--- config.mk ---
export PLATFORM = sky130hd
export DESIGN_NAME = edge_stamp_bank
export DESIGN_NICKNAME = d
export VERILOG_FILES = /design/src/rtl/esb_pkg.sv /design/src/rtl/esb_edge_sync.sv /design/src/rtl/esb_timebase.sv /design/src/rtl/esb_cap_group.sv /design/src/rtl/edge_stamp_bank.sv
export SDC_FILE = /design/constraint.sdc
export NUM_CORES = 1
export LEC_CHECK = 0
export BUFFER_PORTS_ARGS = -buffer_cell sky130_fd_sc_hd__buf_2
export CAP_MARGIN = 25
export CORE_UTILIZATION = 40
export DETAILED_ROUTE_END_ITERATION = 8
export PLACE_DENSITY = 0.67
export SLEW_MARGIN = 20
export SYNTH_ARGS = -nofsm -noshare
export SYNTH_HDL_FRONTEND = slang
export SYNTH_SLANG_ARGS = --single-unit
--- constraint.sdc ---
create_clock -name clk -period 1.7 [get_ports clk]
set_input_delay 0.085 -clock clk [delete_from_list [all_inputs] [get_ports clk]]
set_output_delay 0.085 -clock clk [all_outputs]
set_load 0.01 [all_outputs]
--- src/rtl/esb_pkg.sv ---
package esb_pkg;
    localparam int unsigned TS_W_DEF     = 24;
    localparam int unsigned N_SLOTS_DEF  = 10;
    localparam int unsigned A_SLOTS_DEF  = 6;
    localparam int unsigned READY_AT_DEF = 9;
endpackage

--- src/rtl/esb_edge_sync.sv ---
module esb_edge_sync (
    input  logic clk,
    input  logic rst_n,
    input  logic din,
    output logic fall_o
);
    typedef struct packed {
        logic s1;
        logic s2;
        logic prev;
    } sync_t;

    sync_t st_d, st_q;

    always_comb begin
        st_d      = st_q;
        st_d.s1   = din;
        st_d.s2   = st_q.s1;
        st_d.prev = st_q.s2;
    end

    always_ff @(posedge clk) begin
        if (!rst_n) st_q <= '{s1: 1'b1, s2: 1'b1, prev: 1'b1};
        else        st_q <= st_d;
    end

    assign fall_o = st_q.prev & ~st_q.s2;


    single_fall_chk: assert property (@(posedge clk) disable iff (!rst_n)
        fall_o |=> !fall_o);
endmodule

--- src/rtl/esb_timebase.sv ---
module esb_timebase #(
    parameter int unsigned W = esb_pkg::TS_W_DEF
) (
    input  logic         clk,
    input  logic         rst_n,
    input  logic         clr,
    output logic [W-1:0] tb_o
);
    logic [W-1:0] tb_d, tb_q;

    always_comb begin
        tb_d = clr ? '0 : tb_q + 1'b1;
    end

    always_ff @(posedge clk) begin
        if (!rst_n) tb_q <= '0;
        else        tb_q <= tb_d;
    end

    assign tb_o = tb_q;


    tb_step_chk: assert property (@(posedge clk) disable iff (!rst_n)
        !clr |=> tb_q == W'($past(tb_q) + 1'b1));

    tb_origin_chk: assert property (@(posedge clk) disable iff (!rst_n)
        clr |=> tb_q == '0);
endmodule

--- src/rtl/esb_cap_group.sv ---
module esb_cap_group #(
    parameter int unsigned TS_W  = esb_pkg::TS_W_DEF,
    parameter int unsigned NSLOT = 6,
    parameter int unsigned BASE  = 0,
    parameter int unsigned IDX_W = 4
) (
    input  logic                       clk,
    input  logic                       rst_n,
    input  logic                       clr,
    input  logic                       cap_en,
    input  logic [IDX_W-1:0]           cap_idx,
    input  logic [TS_W-1:0]            stamp,
    output logic [NSLOT-1:0][TS_W-1:0] slots_o,
    output logic [NSLOT-1:0]           valid_o
);
    typedef struct packed {
        logic [NSLOT-1:0][TS_W-1:0] slot;
        logic [NSLOT-1:0]           vld;
    } grp_t;

    grp_t g_d, g_q;
    logic [NSLOT-1:0] hit;

    for (genvar i = 0; i < NSLOT; i++) begin : g_hit
        assign hit[i] = cap_en && !g_q.vld[i] && (cap_idx == IDX_W'(BASE + i));
    end

    always_comb begin
        g_d = g_q;
        for (int i = 0; i < NSLOT; i++) begin
            if (clr) begin
                g_d.vld[i] = 1'b0;
            end else if (hit[i]) begin
                g_d.slot[i] = stamp;
                g_d.vld[i]  = 1'b1;
            end
        end
    end

    always_ff @(posedge clk) begin
        if (!rst_n) g_q <= '0;
        else        g_q <= g_d;
    end

    assign slots_o = g_q.slot;
    assign valid_o = g_q.vld;

    for (genvar i = 0; i < NSLOT; i++) begin : g_chk

        slot_hold_chk: assert property (@(posedge clk) disable iff (!rst_n)
            (g_q.vld[i] && !clr) |=> $stable(g_q.slot[i]));
    end
endmodule

--- src/rtl/edge_stamp_bank.sv ---
module edge_stamp_bank #(
    parameter int unsigned TS_W     = esb_pkg::TS_W_DEF,
    parameter int unsigned N_SLOTS  = esb_pkg::N_SLOTS_DEF,
    parameter int unsigned A_SLOTS  = esb_pkg::A_SLOTS_DEF,
    parameter int unsigned READY_AT = esb_pkg::READY_AT_DEF,
    localparam int unsigned IDX_W   = $clog2(N_SLOTS),
    localparam int unsigned CNT_W   = $clog2(N_SLOTS + 1),
    localparam int unsigned B_SLOTS = N_SLOTS - A_SLOTS
) (
    input  logic             clk,
    input  logic             rst_n,
    input  logic             arm,
    input  logic             sig_in,
    input  logic [IDX_W-1:0] rd_idx,
    output logic [TS_W-1:0]  rd_data,
    output logic             rd_slot_valid,
    output logic             armed,
    output logic             early_ready,
    output logic             frame_done
);
    typedef struct packed {
        logic             active;
        logic [CNT_W-1:0] cnt;
        logic             early;
        logic             done;
        logic [TS_W-1:0]  rdat;
        logic             rvld;
    } ctl_t;

    ctl_t c_d, c_q;

    logic                         fall;
    logic [TS_W-1:0]              tb;
    logic                         cap, cap_a, cap_b;
    logic [IDX_W-1:0]             cap_idx;
    logic [A_SLOTS-1:0][TS_W-1:0] slots_a;
    logic [B_SLOTS-1:0][TS_W-1:0] slots_b;
    logic [A_SLOTS-1:0]           vld_a;
    logic [B_SLOTS-1:0]           vld_b;
    logic [N_SLOTS-1:0][TS_W-1:0] slots_all;
    logic [N_SLOTS-1:0]           vld_all;

    esb_edge_sync u_sync (
        .clk    (clk),
        .rst_n  (rst_n),
        .din    (sig_in),
        .fall_o (fall)
    );

    esb_timebase #(.W(TS_W)) u_tb (
        .clk   (clk),
        .rst_n (rst_n),
        .clr   (arm),
        .tb_o  (tb)
    );

    esb_cap_group #(.TS_W(TS_W), .NSLOT(A_SLOTS), .BASE(0), .IDX_W(IDX_W)) u_grp_a (
        .clk     (clk),
        .rst_n   (rst_n),
        .clr     (arm),
        .cap_en  (cap_a),
        .cap_idx (cap_idx),
        .stamp   (tb),
        .slots_o (slots_a),
        .valid_o (vld_a)
    );

    esb_cap_group #(.TS_W(TS_W), .NSLOT(B_SLOTS), .BASE(A_SLOTS), .IDX_W(IDX_W)) u_grp_b (
        .clk     (clk),
        .rst_n   (rst_n),
        .clr     (arm),
        .cap_en  (cap_b),
        .cap_idx (cap_idx),
        .stamp   (tb),
        .slots_o (slots_b),
        .valid_o (vld_b)
    );

    assign slots_all = {slots_b, slots_a};
    assign vld_all   = {vld_b, vld_a};

    assign cap     = !arm && c_q.active && fall;
    assign cap_idx = IDX_W'(c_q.cnt);
    assign cap_a   = cap && (c_q.cnt <  CNT_W'(A_SLOTS));
    assign cap_b   = cap && (c_q.cnt >= CNT_W'(A_SLOTS));

    always_comb begin
        c_d = c_q;
        if (arm) begin
            c_d.active = 1'b1;
            c_d.cnt    = '0;
            c_d.early  = 1'b0;
            c_d.done   = 1'b0;
        end else if (cap) begin
            c_d.cnt = c_q.cnt + 1'b1;
            if (c_q.cnt + 1'b1 == CNT_W'(READY_AT)) c_d.early = 1'b1;
            if (c_q.cnt + 1'b1 == CNT_W'(N_SLOTS)) begin
                c_d.done   = 1'b1;
                c_d.active = 1'b0;
            end
        end
        c_d.rdat = '0;
        c_d.rvld = 1'b0;
        for (int j = 0; j < N_SLOTS; j++) begin
            if (rd_idx == IDX_W'(j)) begin
                c_d.rdat = slots_all[j];
                c_d.rvld = vld_all[j];
            end
        end
    end

    always_ff @(posedge clk) begin
        if (!rst_n) c_q <= '0;
        else        c_q <= c_d;
    end

    assign rd_data       = c_q.rdat;
    assign rd_slot_valid = c_q.rvld;
    assign armed         = c_q.active;
    assign early_ready   = c_q.early;
    assign frame_done    = c_q.done;


    early_has_slot_chk: assert property (@(posedge clk) disable iff (!rst_n)
        c_q.early |-> vld_all[READY_AT-1]);

    done_stops_chk: assert property (@(posedge clk) disable iff (!rst_n)
        c_q.done |-> !c_q.active);

    done_frozen_chk: assert property (@(posedge clk) disable iff (!rst_n)
        (c_q.done && !arm) |=> $stable(vld_all));

    arm_restart_chk: assert property (@(posedge clk) disable iff (!rst_n)
        arm |=> (c_q.cnt == '0 && c_q.active && !c_q.early && !c_q.done && vld_all == '0));
endmodule

==> summary.md <==
| Metric | Value |
|---|---|
| TritonCTS clock tree | `yes` |
| Post-Syn Instances | `1,459` |
| Failing checks | `negative setup slack` |
| Crit-path max cell delay | `360 ps` |
| H-tree depth | `2` |
| Row count | `67` |
| Critical Path, Cell by Cell | `and4bb_4 -> nor3b_4 -> buf_12 -> buf_4 -> nand3_4 -> buf_12 -> mux2i_2 -> nor2b_1` |
| Count of final max-slew check failures | `0` |
| Top delay family on crit path | `simple AND/OR/NAND/NOR gates` |
| GPL Wtd Cong | `0.8061` |
| ANT nets after route | `0` |
| Die height | `187.1 um` |
| Cell repeated most along the worst path | `buf_12` |
| Post-synth top area cell | `dfxtp_1` |
| RSZ-0062 raised after global routing | `yes` |
| Post-synth EDFFs | `0` |
| Mapped Area | `13,710 um2` |
| Final core utilization | `50.30%` |
| Max VDD drop | `0.5188 mV` |
| First-pass GRT wire length | `57,530 um` |
| # diodes | `0` |
| Max Cap Violations | `0` |
| CP bufs+invs | `3` |
| Initial antenna violation count | `0` |
| Synth top cells by count | `dfxtp_1 (309), nand2_1 (241), mux2i_1 (175), nor2b_1 (129), clkbuf_1 (58)` |
| Min Hold Slack | `28.55 ps` |
| CP endpoint kind | `register` |
| Syn_nets | `1,473` |
| Worst Clk Skew | `12.91 ps` |
| Synth cell types | `59` |
| Core footprint | `33,620 um2` |
| Clock Pin Slew Worst Setup and Hold Paths | `50 ps` |
| Synth top area cells | `dfxtp_1 (45%), mux2i_1 (13%), nand2_1 (6.6%)` |
| CP required | `2090 ps` |
| Pin count of the biggest net entering global routing | `86` |
| Initial DRT Pass Iterations | `6` |
| Yosys warns | `0` |
| Area of the die | `35,010 um2` |
| Fin Setup TNS | `-11,590 ps` |
| Io pins | `36` |
| Worst Path Max Fanout | `19` |
| Seq. cell area | `6190 um2` |
| Clock buffer depth | `3` |
| Share of cells above drive strength 1 | `24.07%` |
| Rel. slew slack | `53.99%` |
| Final Hold Fails | `0` |
| Critical Path Start Type | `register` |
| # DRC | `0` |
| Post-detail-place hpwl | `23,350 um` |
| Slew @ Worst Pin | `682.9 ps` |
| Most common cell in the netlist | `dfxtp_1` |
| Die width | `187.1 um` |
| Starting Density | `40.78%` |
| Min Tclk post-route | `1826 ps` |
| Post-synth top area share | `45.13%` |
| Non-Filler Instances | `2,014` |
| CTS root buf | `clkbuf_16` |
| Routed wire per std cell | `18.88 um` |
| Slack of the critical path | `-126.0 ps` |
| Final period utilization | `107.4%` |
| All-layer global routing usage | `20.58%` |
| Crit Path Category | `register to register` |
| Clk_lat worst skew | `510 ps` |
| Via density per instance | `5.366` |
| Critical Path AT | `2220 ps` |
| I/O Buffers | `35` |
| Setup violations, final | `157` |
| DP Cell Count | `1,934` |
| Critical path startpoint | `u_sync.st_d[0]` |
| GRT overflow | `0` |
| Initial DRC count | `882` |
| Fraction of registers with async set/reset | `0%` |
| Worst r2r src | `u_sync.st_d[0]` |
| Seq cells post-synth | `309` |
| Min-delay src | `arm` |
| Status | `finished with violations` |
| Syn avg cell area | `9.396 um2` |
| Highest clock rate | `547.6 MHz` |
| CTS Sinks | `309` |
| Power Total | `15.22 mW` |
| Area of the multi-input gates | `7234 um2` |
| Nets@finish | `1,558` |
| PwrDens | `900.3 nW/um2` |
| Dominant synthesized flop cell | `dfxtp_1` |
| CTS buffer count | `35` |
| Post-Route WL | `38,030 um` |
| Vias | `10,810` |
| Sequential area share after synthesis | `45.13%` |
| # fillers | `2,992` |
| Slowest CP cell | `and4bb_4` |
| Vias in the first global route | `10,610` |
| Min-delay worst type | `primary input to register` |
| Lkg Pwr | `7.303 nW` |
| Area delta synth->final | `23.34%` |
## repair_timing
action / 4_1_cts / 5_1_grt
cloned: 2 / 6
setup buffers: 5 / 7
resized for setup: 20 / 135
pin swaps: 3 / 57
endpoints found under the hold margin: 30 / 0
endpoints found under the setup margin: 65 / 190
hold buffers: 3 / 0
## path summary, 6_finish.rpt
check	end	slack, ps	cells past startpoint
hold / removal	frame_done	30	4
setup reg to reg	u_grp_a.slots_o[16]	-130	8
setup / recovery	u_grp_a.slots_o[16]	-130	8
hold reg to reg	u_sync.st_q[0]	430	1
## state kept, by name, indices dropped and copies added, names as in the netlist
signal and count:
cap_idx 4, u_sync.st_d 2, u_tb.tb_o 24, u_grp_a.slots_o 144, u_grp_b.valid_o 4, u_grp_b.slots_o 96, frame_done 1, early_ready 1
rd_data 24, rd_slot_valid 1, u_grp_a.valid_o 6, armed 1, u_sync.st_q 1
## worst register-to-register path: stages, from the launching register on
cell and delay, ps:
dfxtp_2 310, and4bb_4 360, nor3b_4 250, buf_12 150
buf_4 110, nand3_4 80, buf_12 190, mux2i_2 190
nor2b_1 70
## cells in the final DEF, fill, tap and decap left out, types with 35 or more instances in the layout
master	n
a21boi_1	45
a21oi_1	51
buf_4	99
clkbuf_16	43
dfxtp_1	306
mux2_2	57
mux2i_1	171
nand2_1	206
nor2_1	49
nor2b_1	127
o21ai_0	35
## final cells by class
class / count / area share, %
multi-input cells: 1011 / 42.79
flip-flops and latches: 309 / 36.61
repair buffers: 179 / 10.68
clock buffers: 52 / 6.224
well taps: 448 / 3.315
clock inverters: 7 / 0.2072
inverters: 8 / 0.1776
## logic make-up after synthesis
logic type                 count (synthesis)  synth area share (%)
adders and majority gates                  6                0.5476
DFF                                      309                 45.13
buffers and inverters                    139                 4.819
xor gates and xnor gates                  22                 1.406
AOI/OAI and AO/OA                        225                 11.04
and+or+nand+nor                          524                 19.27
muxes                                    234                 17.79
## where the power goes
| part | total, mW | switching (mW) | leakage [nW] | internal (mW) |
|---|---|---|---|---|
| Clock | 7.17 | 2.91 | 0.543 | 4.26 |
| Combinational | 0.765 | 0.426 | 4.27 | 0.339 |
| Sequential | 7.29 | 0.0111 | 2.49 | 7.28 |
## per-stage QoR
stage	worst slack (ps)	area (um2)
3_3_place_gp	-102.8	15100
5_1_grt	-208.0	16910
6_report	-126.0	16910
2_1_floorplan	-9.104	13720
3_5_place_dp	-150.8	15100
4_1_cts	-69.54	16350
## metal layers
metal	part of all wire, %	track usage [%]	vias up
met1	42	25.60	5222
li1	-	-	5178
met5	0	0	-
met4	3.9	8.827	0
met3	5.7	3.096	105
met2	48	35.26	302
No activity file was read; power rests on OpenSTA's default activity.
